==> config.mk <==
export PLATFORM = sky130hd
export DESIGN_NAME = spi_burst_tx
export DESIGN_NICKNAME = d
export VERILOG_FILES = /design/src/rtl/spi_burst_pkg.sv /design/src/rtl/spi_half_timer.sv /design/src/rtl/spi_word_sizer.sv /design/src/rtl/spi_shift_pair.sv /design/src/rtl/spi_burst_tx.sv
export SDC_FILE = /design/constraint.sdc
export NUM_CORES = 1
export LEC_CHECK = 0
export BUFFER_PORTS_ARGS = -buffer_cell sky130_fd_sc_hd__buf_2
export CELL_PAD_IN_SITES_DETAIL_PLACEMENT = 1
export CELL_PAD_IN_SITES_GLOBAL_PLACEMENT = 1
export CORE_ASPECT_RATIO = 2
export CORE_UTILIZATION = 48
export CTS_BUF_LIST = sky130_fd_sc_hd__clkbuf_16
export DETAILED_ROUTE_END_ITERATION = 6
export PLACE_DENSITY_LB_ADDON = 0.1
export REMOVE_ABC_BUFFERS = 1
export SETUP_SLACK_MARGIN = 0.4
export SLEW_MARGIN = 10
export SYNTH_ARGS = -nofsm -noshare
export SYNTH_HDL_FRONTEND = slang
export SYNTH_SLANG_ARGS = --single-unit
==> constraint.sdc <==
create_clock -name clk_i -period 8.45 [get_ports clk_i]
set_input_delay 1.2675 -clock clk_i [delete_from_list [all_inputs] [get_ports clk_i]]
set_output_delay 1.2675 -clock clk_i [all_outputs]
set_load 0.05 [all_outputs]
==> src/rtl/spi_burst_pkg.sv <==
package spi_burst_pkg;
  typedef enum logic [2:0] {
    ST_IDLE,
    ST_FETCH,
    ST_LOW,
    ST_HIGH,
    ST_DONE
  } burst_st_e;
endpackage

==> src/rtl/spi_half_timer.sv <==
module spi_half_timer #(
  parameter int unsigned HALF_DIV = 2
) (
  input  logic clk_i,
  input  logic rst_ni,
  input  logic run_i,
  output logic tick_o
);
  generate
    if (HALF_DIV <= 1) begin : g_direct
      assign tick_o = run_i;
    end else begin : g_count
      localparam int unsigned CW = $clog2(HALF_DIV);
      logic [CW-1:0] cnt_q;
      always_ff @(posedge clk_i or negedge rst_ni) begin
        if (!rst_ni)                cnt_q <= '0;
        else if (!run_i || tick_o)  cnt_q <= '0;
        else                        cnt_q <= cnt_q + CW'(1);
      end
      assign tick_o = run_i && (cnt_q == CW'(HALF_DIV - 1));
    end
  endgenerate
endmodule

==> src/rtl/spi_word_sizer.sv <==
module spi_word_sizer #(
  parameter int unsigned WORD_W = 32,
  parameter int unsigned LEN_W  = 12,
  localparam int unsigned IDX_W = $clog2(WORD_W),
  localparam int unsigned CNT_W = IDX_W + 1,
  localparam int unsigned WC_W  = LEN_W - IDX_W + 1
) (
  input  logic             clk_i,
  input  logic             rst_ni,
  input  logic             start_i,
  input  logic [LEN_W-1:0] len_i,
  input  logic             load_i,
  output logic [CNT_W-1:0] cnt_o,
  output logic             more_o
);
  logic [WC_W-1:0]  words_q;
  logic [CNT_W-1:0] cnt_q;

  // remainder goes first; a zero remainder means a full word
  always_ff @(posedge clk_i or negedge rst_ni) begin
    if (!rst_ni) begin
      words_q <= '0;
      cnt_q   <= CNT_W'(WORD_W);
    end else if (start_i) begin
      words_q <= WC_W'(len_i[LEN_W-1:IDX_W]) + WC_W'(1);
      cnt_q   <= CNT_W'(len_i[IDX_W-1:0]) + CNT_W'(1);
    end else if (load_i) begin
      words_q <= words_q - WC_W'(1);
      cnt_q   <= CNT_W'(WORD_W);
    end
  end

  assign cnt_o  = cnt_q;
  assign more_o = (words_q != '0);

  a_r2_cnt_range: assert property (@(posedge clk_i) disable iff (!rst_ni)
    (cnt_q != '0) && (cnt_q <= CNT_W'(WORD_W)));
  a_r10_no_extra_pop: assert property (@(posedge clk_i) disable iff (!rst_ni)
    load_i |-> (words_q != '0));
  a_r3_later_full: assert property (@(posedge clk_i) disable iff (!rst_ni)
    (load_i && !start_i) |=> (cnt_q == CNT_W'(WORD_W)));
endmodule

==> src/rtl/spi_shift_pair.sv <==
module spi_shift_pair #(
  parameter int unsigned WORD_W = 32,
  localparam int unsigned CNT_W = $clog2(WORD_W) + 1
) (
  input  logic              clk_i,
  input  logic              rst_ni,
  input  logic              load_i,
  input  logic [CNT_W-1:0]  cnt_i,
  input  logic [WORD_W-1:0] data_i,
  input  logic              sample_i,
  input  logic              shift_i,
  input  logic              miso_i,
  output logic              mosi_o,
  output logic [WORD_W-1:0] rx_o,
  output logic              last_o
);
  logic [WORD_W-1:0] tx_q, rx_q;
  logic [CNT_W-1:0]  bits_q;
  logic [CNT_W-1:0]  align;

  assign align = CNT_W'(WORD_W) - cnt_i;

  always_ff @(posedge clk_i or negedge rst_ni) begin
    if (!rst_ni) begin
      tx_q   <= '0;
      rx_q   <= '0;
      bits_q <= '0;
    end else if (load_i) begin
      tx_q   <= data_i << align;   // bit cnt-1 moves to the MSB
      rx_q   <= '0;
      bits_q <= cnt_i;
    end else begin
      if (sample_i) rx_q <= {rx_q[WORD_W-2:0], miso_i};
      if (shift_i) begin
        tx_q   <= {tx_q[WORD_W-2:0], 1'b0};
        bits_q <= bits_q - CNT_W'(1);
      end
    end
  end

  assign mosi_o = tx_q[WORD_W-1];
  assign rx_o   = rx_q;
  assign last_o = (bits_q == CNT_W'(1));

  a_r4_shift_has_bits: assert property (@(posedge clk_i) disable iff (!rst_ni)
    shift_i |-> (bits_q != '0));
  a_r4_no_overlap: assert property (@(posedge clk_i) disable iff (!rst_ni)
    !(load_i && (shift_i || sample_i)));
endmodule

==> src/rtl/spi_burst_tx.sv <==
module spi_burst_tx
  import spi_burst_pkg::*;
#(
  parameter int unsigned WORD_W   = 32,
  parameter int unsigned LEN_W    = 12,
  parameter int unsigned HALF_DIV = 2
) (
  input  logic              clk_i,
  input  logic              rst_ni,
  input  logic              start_i,
  input  logic [LEN_W-1:0]  burst_len_i,
  input  logic [WORD_W-1:0] tx_data_i,
  input  logic              tx_valid_i,
  output logic              tx_ready_o,
  output logic [WORD_W-1:0] rx_data_o,
  output logic              rx_valid_o,
  output logic              sclk_o,
  output logic              mosi_o,
  input  logic              miso_i,
  output logic              cs_no,
  output logic              busy_o,
  output logic              done_o
);
  localparam int unsigned CNT_W = $clog2(WORD_W) + 1;

  burst_st_e         state_q, state_d;
  logic              tick, run, load, sample, shift, last_bit, more;
  logic [CNT_W-1:0]  word_cnt;
  logic [WORD_W-1:0] rx_word;
  logic [WORD_W-1:0] rx_data_q;
  logic              rx_valid_q;
  logic              kick;

  assign kick   = (state_q == ST_IDLE) && start_i;
  assign run    = (state_q == ST_LOW) || (state_q == ST_HIGH);
  assign load   = (state_q == ST_FETCH) && tx_valid_i;
  assign sample = (state_q == ST_LOW) && tick;
  assign shift  = (state_q == ST_HIGH) && tick;

  spi_half_timer #(.HALF_DIV(HALF_DIV)) u_timer (
    .clk_i (clk_i),
    .rst_ni(rst_ni),
    .run_i (run),
    .tick_o(tick)
  );

  spi_word_sizer #(.WORD_W(WORD_W), .LEN_W(LEN_W)) u_sizer (
    .clk_i  (clk_i),
    .rst_ni (rst_ni),
    .start_i(kick),
    .len_i  (burst_len_i),
    .load_i (load),
    .cnt_o  (word_cnt),
    .more_o (more)
  );

  spi_shift_pair #(.WORD_W(WORD_W)) u_shift (
    .clk_i   (clk_i),
    .rst_ni  (rst_ni),
    .load_i  (load),
    .cnt_i   (word_cnt),
    .data_i  (tx_data_i),
    .sample_i(sample),
    .shift_i (shift),
    .miso_i  (miso_i),
    .mosi_o  (mosi_o),
    .rx_o    (rx_word),
    .last_o  (last_bit)
  );

  always_comb begin
    state_d = state_q;
    unique case (state_q)
      ST_IDLE:  if (start_i) state_d = ST_FETCH;
      ST_FETCH: if (tx_valid_i) state_d = ST_LOW;
      ST_LOW:   if (tick) state_d = ST_HIGH;
      ST_HIGH:  if (tick) begin
                  if (!last_bit)  state_d = ST_LOW;
                  else if (more)  state_d = ST_FETCH;
                  else            state_d = ST_DONE;
                end
      ST_DONE:  state_d = ST_IDLE;
      default:  state_d = ST_IDLE;
    endcase
  end

  always_ff @(posedge clk_i or negedge rst_ni) begin
    if (!rst_ni) begin
      state_q    <= ST_IDLE;
      rx_data_q  <= '0;
      rx_valid_q <= 1'b0;
    end else begin
      state_q    <= state_d;
      rx_valid_q <= shift && last_bit;
      if (shift && last_bit) rx_data_q <= rx_word;
    end
  end

  assign tx_ready_o = (state_q == ST_FETCH);
  assign sclk_o     = (state_q == ST_HIGH);
  assign cs_no      = (state_q == ST_IDLE);
  assign busy_o     = (state_q != ST_IDLE);
  assign done_o     = (state_q == ST_DONE);
  assign rx_data_o  = rx_data_q;
  assign rx_valid_o = rx_valid_q;

  a_r6_sclk_under_cs: assert property (@(posedge clk_i) disable iff (!rst_ni)
    sclk_o |-> !cs_no);
  a_r9_done_single: assert property (@(posedge clk_i) disable iff (!rst_ni)
    done_o |=> !done_o);
  a_r9_cs_release: assert property (@(posedge clk_i) disable iff (!rst_ni)
    done_o |=> cs_no);
  a_r7_stall_hold: assert property (@(posedge clk_i) disable iff (!rst_ni)
    (tx_ready_o && !tx_valid_i) |=> (!sclk_o && !cs_no));
  a_r8_push_in_burst: assert property (@(posedge clk_i) disable iff (!rst_ni)
    rx_valid_o |-> !cs_no);
  a_r8_push_single: assert property (@(posedge clk_i) disable iff (!rst_ni)
    rx_valid_o |=> !rx_valid_o);
endmodule

==> flow_metrics.py <==
metrics = {
    "critical_path": {
        "worstSetupEndpointType": "flip-flop",
        "cpMostUsedCell": "buf_4",
        "cp_data_required_time_ns": 8.73,
        "crit_fanout": 40,
        "cp.depth": 9,
        "rr_startpoint": "u_sizer.cnt_o[0]",
        "crit_chain": "buf_4 -> inv_2 -> ha_1 -> buf_4 -> mux2_2 -> mux4_2 -> and2_1 -> o21ai_0 -> a31oi_1",
        "cp_top_family": "buffers and inverters",
        "crit_arrival_ns": 3.88,
        "slowest_stage": "mux4_2",
        "r2r_slack_ns": 4.85,
        "r2r_cells": 9,
        "startpoint": "u_sizer.cnt_o[0]",
        "worst_path_largest_cell_delay_ns": 0.55,
        "cp-start-kind": "flip-flop",
        "worstSetupPathType": "flip-flop to flip-flop",
        "path_buf_inv": 3,
        "r2r-end": "u_shift.tx_q[26]",
    },
    "die": {
        "initial_utilization_pct": 49.6,
        "die-area_um2": 15000,
        "rows": 61,
        "core_um2": 14000,
        "die_y_um": 172,
        "die_x_um": 87.2,
        "ios": 88,
    },
    "sta": {
        "rsz0062_at_grt": "false",
        "fmax_mhz": 278,
        "hold_viol_final": 0,
        "max_slew_margin_pct": 32.4,
        "worst_pin_slew_ns": 1.01,
        "finalCritPeriodShare_pct": 42.6,
        "fin_crit_ns": 3.60,
        "tns_ns": 0,
        "finalSetupViolCount": 0,
        "slew_viol_final": 0,
        "skew_ns": 0.00839,
    },
    "yosys": {
        "syn-cell-area_um2": 6960,
        "synth_flop_cell": "dfrtp_1",
        "yosysTopAreaCell": "dfrtp_1",
        "syn_avg_cell_area_um2": 11.3,
        "synth-edff-count": 0,
        "synth_top_area_share_pct": 43.1,
        "synthCells": 614,
        "ys_seq_area_share_pct": 43.5,
        "async_flop_share_pct": 100,
        "synthDistinctLibCells": 65,
        "ys_ff_latch": 121,
        "synth_area_leaders": "dfrtp_1 43%, mux4_2 11%, mux2_2 9.2%",
        "synth_warnings": 0,
    },
    "cts": {
        "htreeDepth": 4,
        "cts_setup_buffers": 0,
        "numCtsBuffers": 17,
        "clock-sinks": 121,
        "cts_tree": "yes",
        "clockBufferDepth": 2,
        "ctsHoldBuffers": 0,
        "clock-root-buffer": "clkbuf_16",
        "clk_pin_slew_worst_paths_ns": 0.06,
        "clock_latency_ns": 0.41,
        "cts_resized": 0,
    },
    "power": {
        "switching_share_pct": 43.2,
        "p_int_w": 0.00186,
        "p_seq_share_pct": 27.5,
        "p_leak_nw": 3.56,
        "p_sw_w": 0.00141,
        "p_per_area_nw_per_um2": 405,
        "vdd_drop_max_v": 0.000292,
        "power_frac_comb_pct": 51.2,
        "p_clk_share_pct": 21.3,
    },
    "hold_path": {
        "hp-class": "flip-flop to flip-flop",
        "hold_end": "u_shift.tx_q[9]",
        "hp-start": "u_shift.tx_q[9]",
        "whs_path_depth": 1,
    },
    "global_routing": {
        "grt_overflow": 0,
        "grt_pass1_wl_um": 33000,
        "grt_pass1_vias": 6116,
        "grt_max_degree": 75,
        "grtUsageTotal_pct": 29.5,
        "antenna_found_initial": 0,
    },
    "layout": {
        "final_cells": 889,
        "n_antenna_cell": 0,
        "most-common-layout-cells": "120 x dfrtp_1, 86 x buf_2, 57 x mux2_2",
        "nets": 742,
        "drive_gt1_share_pct": 33.7,
        "areaGrowthSynthToFinish_pct": 16.1,
        "final_common_cell": "dfrtp_1",
    },
    "placement": {
        "placement.io_buffers": 87,
        "dpl.cell_count": 857,
        "dp.final_hpwl_um": 14700,
        "gp_congestion": 0.888,
    },
    "detailed_routing": {
        "firstDrtPassIters": 4,
        "wl_per_cell_um": 23.1,
        "num_vias": 5560,
        "drt_iter0_markers": 254,
        "drc_errors": 0,
        "avgViaCountPerCell": 6.25,
        "wl_um": 20500,
        "drtAntennaViolNets": 0,
    },
    "job": {
        "maxCapViolations": 0,
    },
    "outcome": {
        "status": "complete, no violations",
    },
}
## cell usage after synthesis, types with 4 or more instances
master      n
and2_1      4
mux2_2     57
o211ai_1    4
dfrtp_1   120
buf_2      11
clkbuf_1   23
mux4_2     33
buf_4       4
mux2i_1    20
o31ai_1     4
a22o_1     32
nand3_1    17
a221o_1     4
xor2_1      5
inv_1      13
a31oi_1     7
nor2_1     44
buf_6       4
o21a_1     11
o21ai_0    45
o221ai_1    5
o22a_1      4
ha_1        6
a21oi_1    22
nor3b_1     8
xnor2_1     8
nor3_1      6
nand2_1    35
## worst register-to-register path, delay by kind of cell (launching register included)
family	cells	cell delay (ns)
AOI/OAI and AO/OA	2	0.38
adders and majority gates	1	0.38
buffers and inverters	3	1.19
DFF	1	0.33
muxes	2	1.00
and+or+nand+nor	1	0.18
## through the flow
step | instance area [um2] | power (W) | utilization (%) | hold slack, ns | setup slack [ns]
2_1_floorplan | 6730 | 0.00206 | - | 0.455 | 4.18
3_3_place_gp | 7510 | 0.00250 | 53.5 | 0.469 | 4.95
3_5_place_dp | 7510 | 0.00256 | 53.5 | 0.479 | 4.88
4_1_cts | 8080 | 0.00328 | 57.5 | 0.492 | 4.86
5_1_grt | 8080 | 0.00345 | 57.5 | 0.512 | 4.63
6_report | 8080 | 0.00327 | 57.5 | 0.488 | 4.85
## sequential cells by signal (all words and copies together) (netlist names)
signal                 cells
u_shift.bits_q             6
rx_valid_o                 1
state_q                    3
rx_data_o                 32
u_sizer.words_q            8
u_shift.rx_o              32
u_sizer.cnt_o              6
u_shift.tx_q              32
u_timer.g_count.cnt_q      1
## layer usage
metal	share of wire, %	vias up	track usage [%]	routed length, um
met2	56	169	54.8	11600
met4	6.3	0	20.1	1300
met1	35	2854	29.6	7090
li1	-	2474	-	-
met5	0	-	0	0
met3	2.8	63	4.34	572
## power by group through the flow
| stage | Combinational [W] | Sequential, W | Clock (W) |
|---|---|---|---|
| 6_report | 0.00168 | 0.000900 | 0.000698 |
| 5_1_grt | 0.00180 | 0.000922 | 0.000732 |
| 4_1_cts | 0.00167 | 0.000898 | 0.000709 |
| 3_5_place_dp | 0.00166 | 0.000902 | 0 |
| 3_3_place_gp | 0.00161 | 0.000893 | 0 |
| 2_1_floorplan | 0.00111 | 0.000956 | 0 |
## area by class of cell
type	count	area (um2)
repair buffers	99	528
inverters	14	52.6
multi-input cells	434	3660
fillers	1566	5960
flip-flops and latches	121	3030
clock inverters	15	143
clock buffers	17	425
well taps	189	236
## how the worst max path moves through the flow
stage	end	slack (ns)
after floorplan	u_shift.tx_q[14]	4.18
after global placement	u_shift.tx_q[26]	4.95
after detailed placement	u_shift.tx_q[26]	4.88
after CTS	u_shift.tx_q[26]	4.86
after global routing	u_shift.tx_q[28]	4.63
final	u_shift.tx_q[26]	4.85
## cells by family after synthesis
| group | after synthesis | synth area share [%] |
|---|---|---|
| buffers and inverters | 59 | 4.03 |
| muxes | 110 | 22.8 |
| DFF | 121 | 43.5 |
| AOI/OAI and AO/OA | 168 | 17.0 |
| adders and majority gates | 6 | 1.08 |
| xor gates and xnor gates | 14 | 1.87 |
| and+or+nand+nor | 136 | 9.73 |
Note: power is estimated with default switching activity, not from simulation.
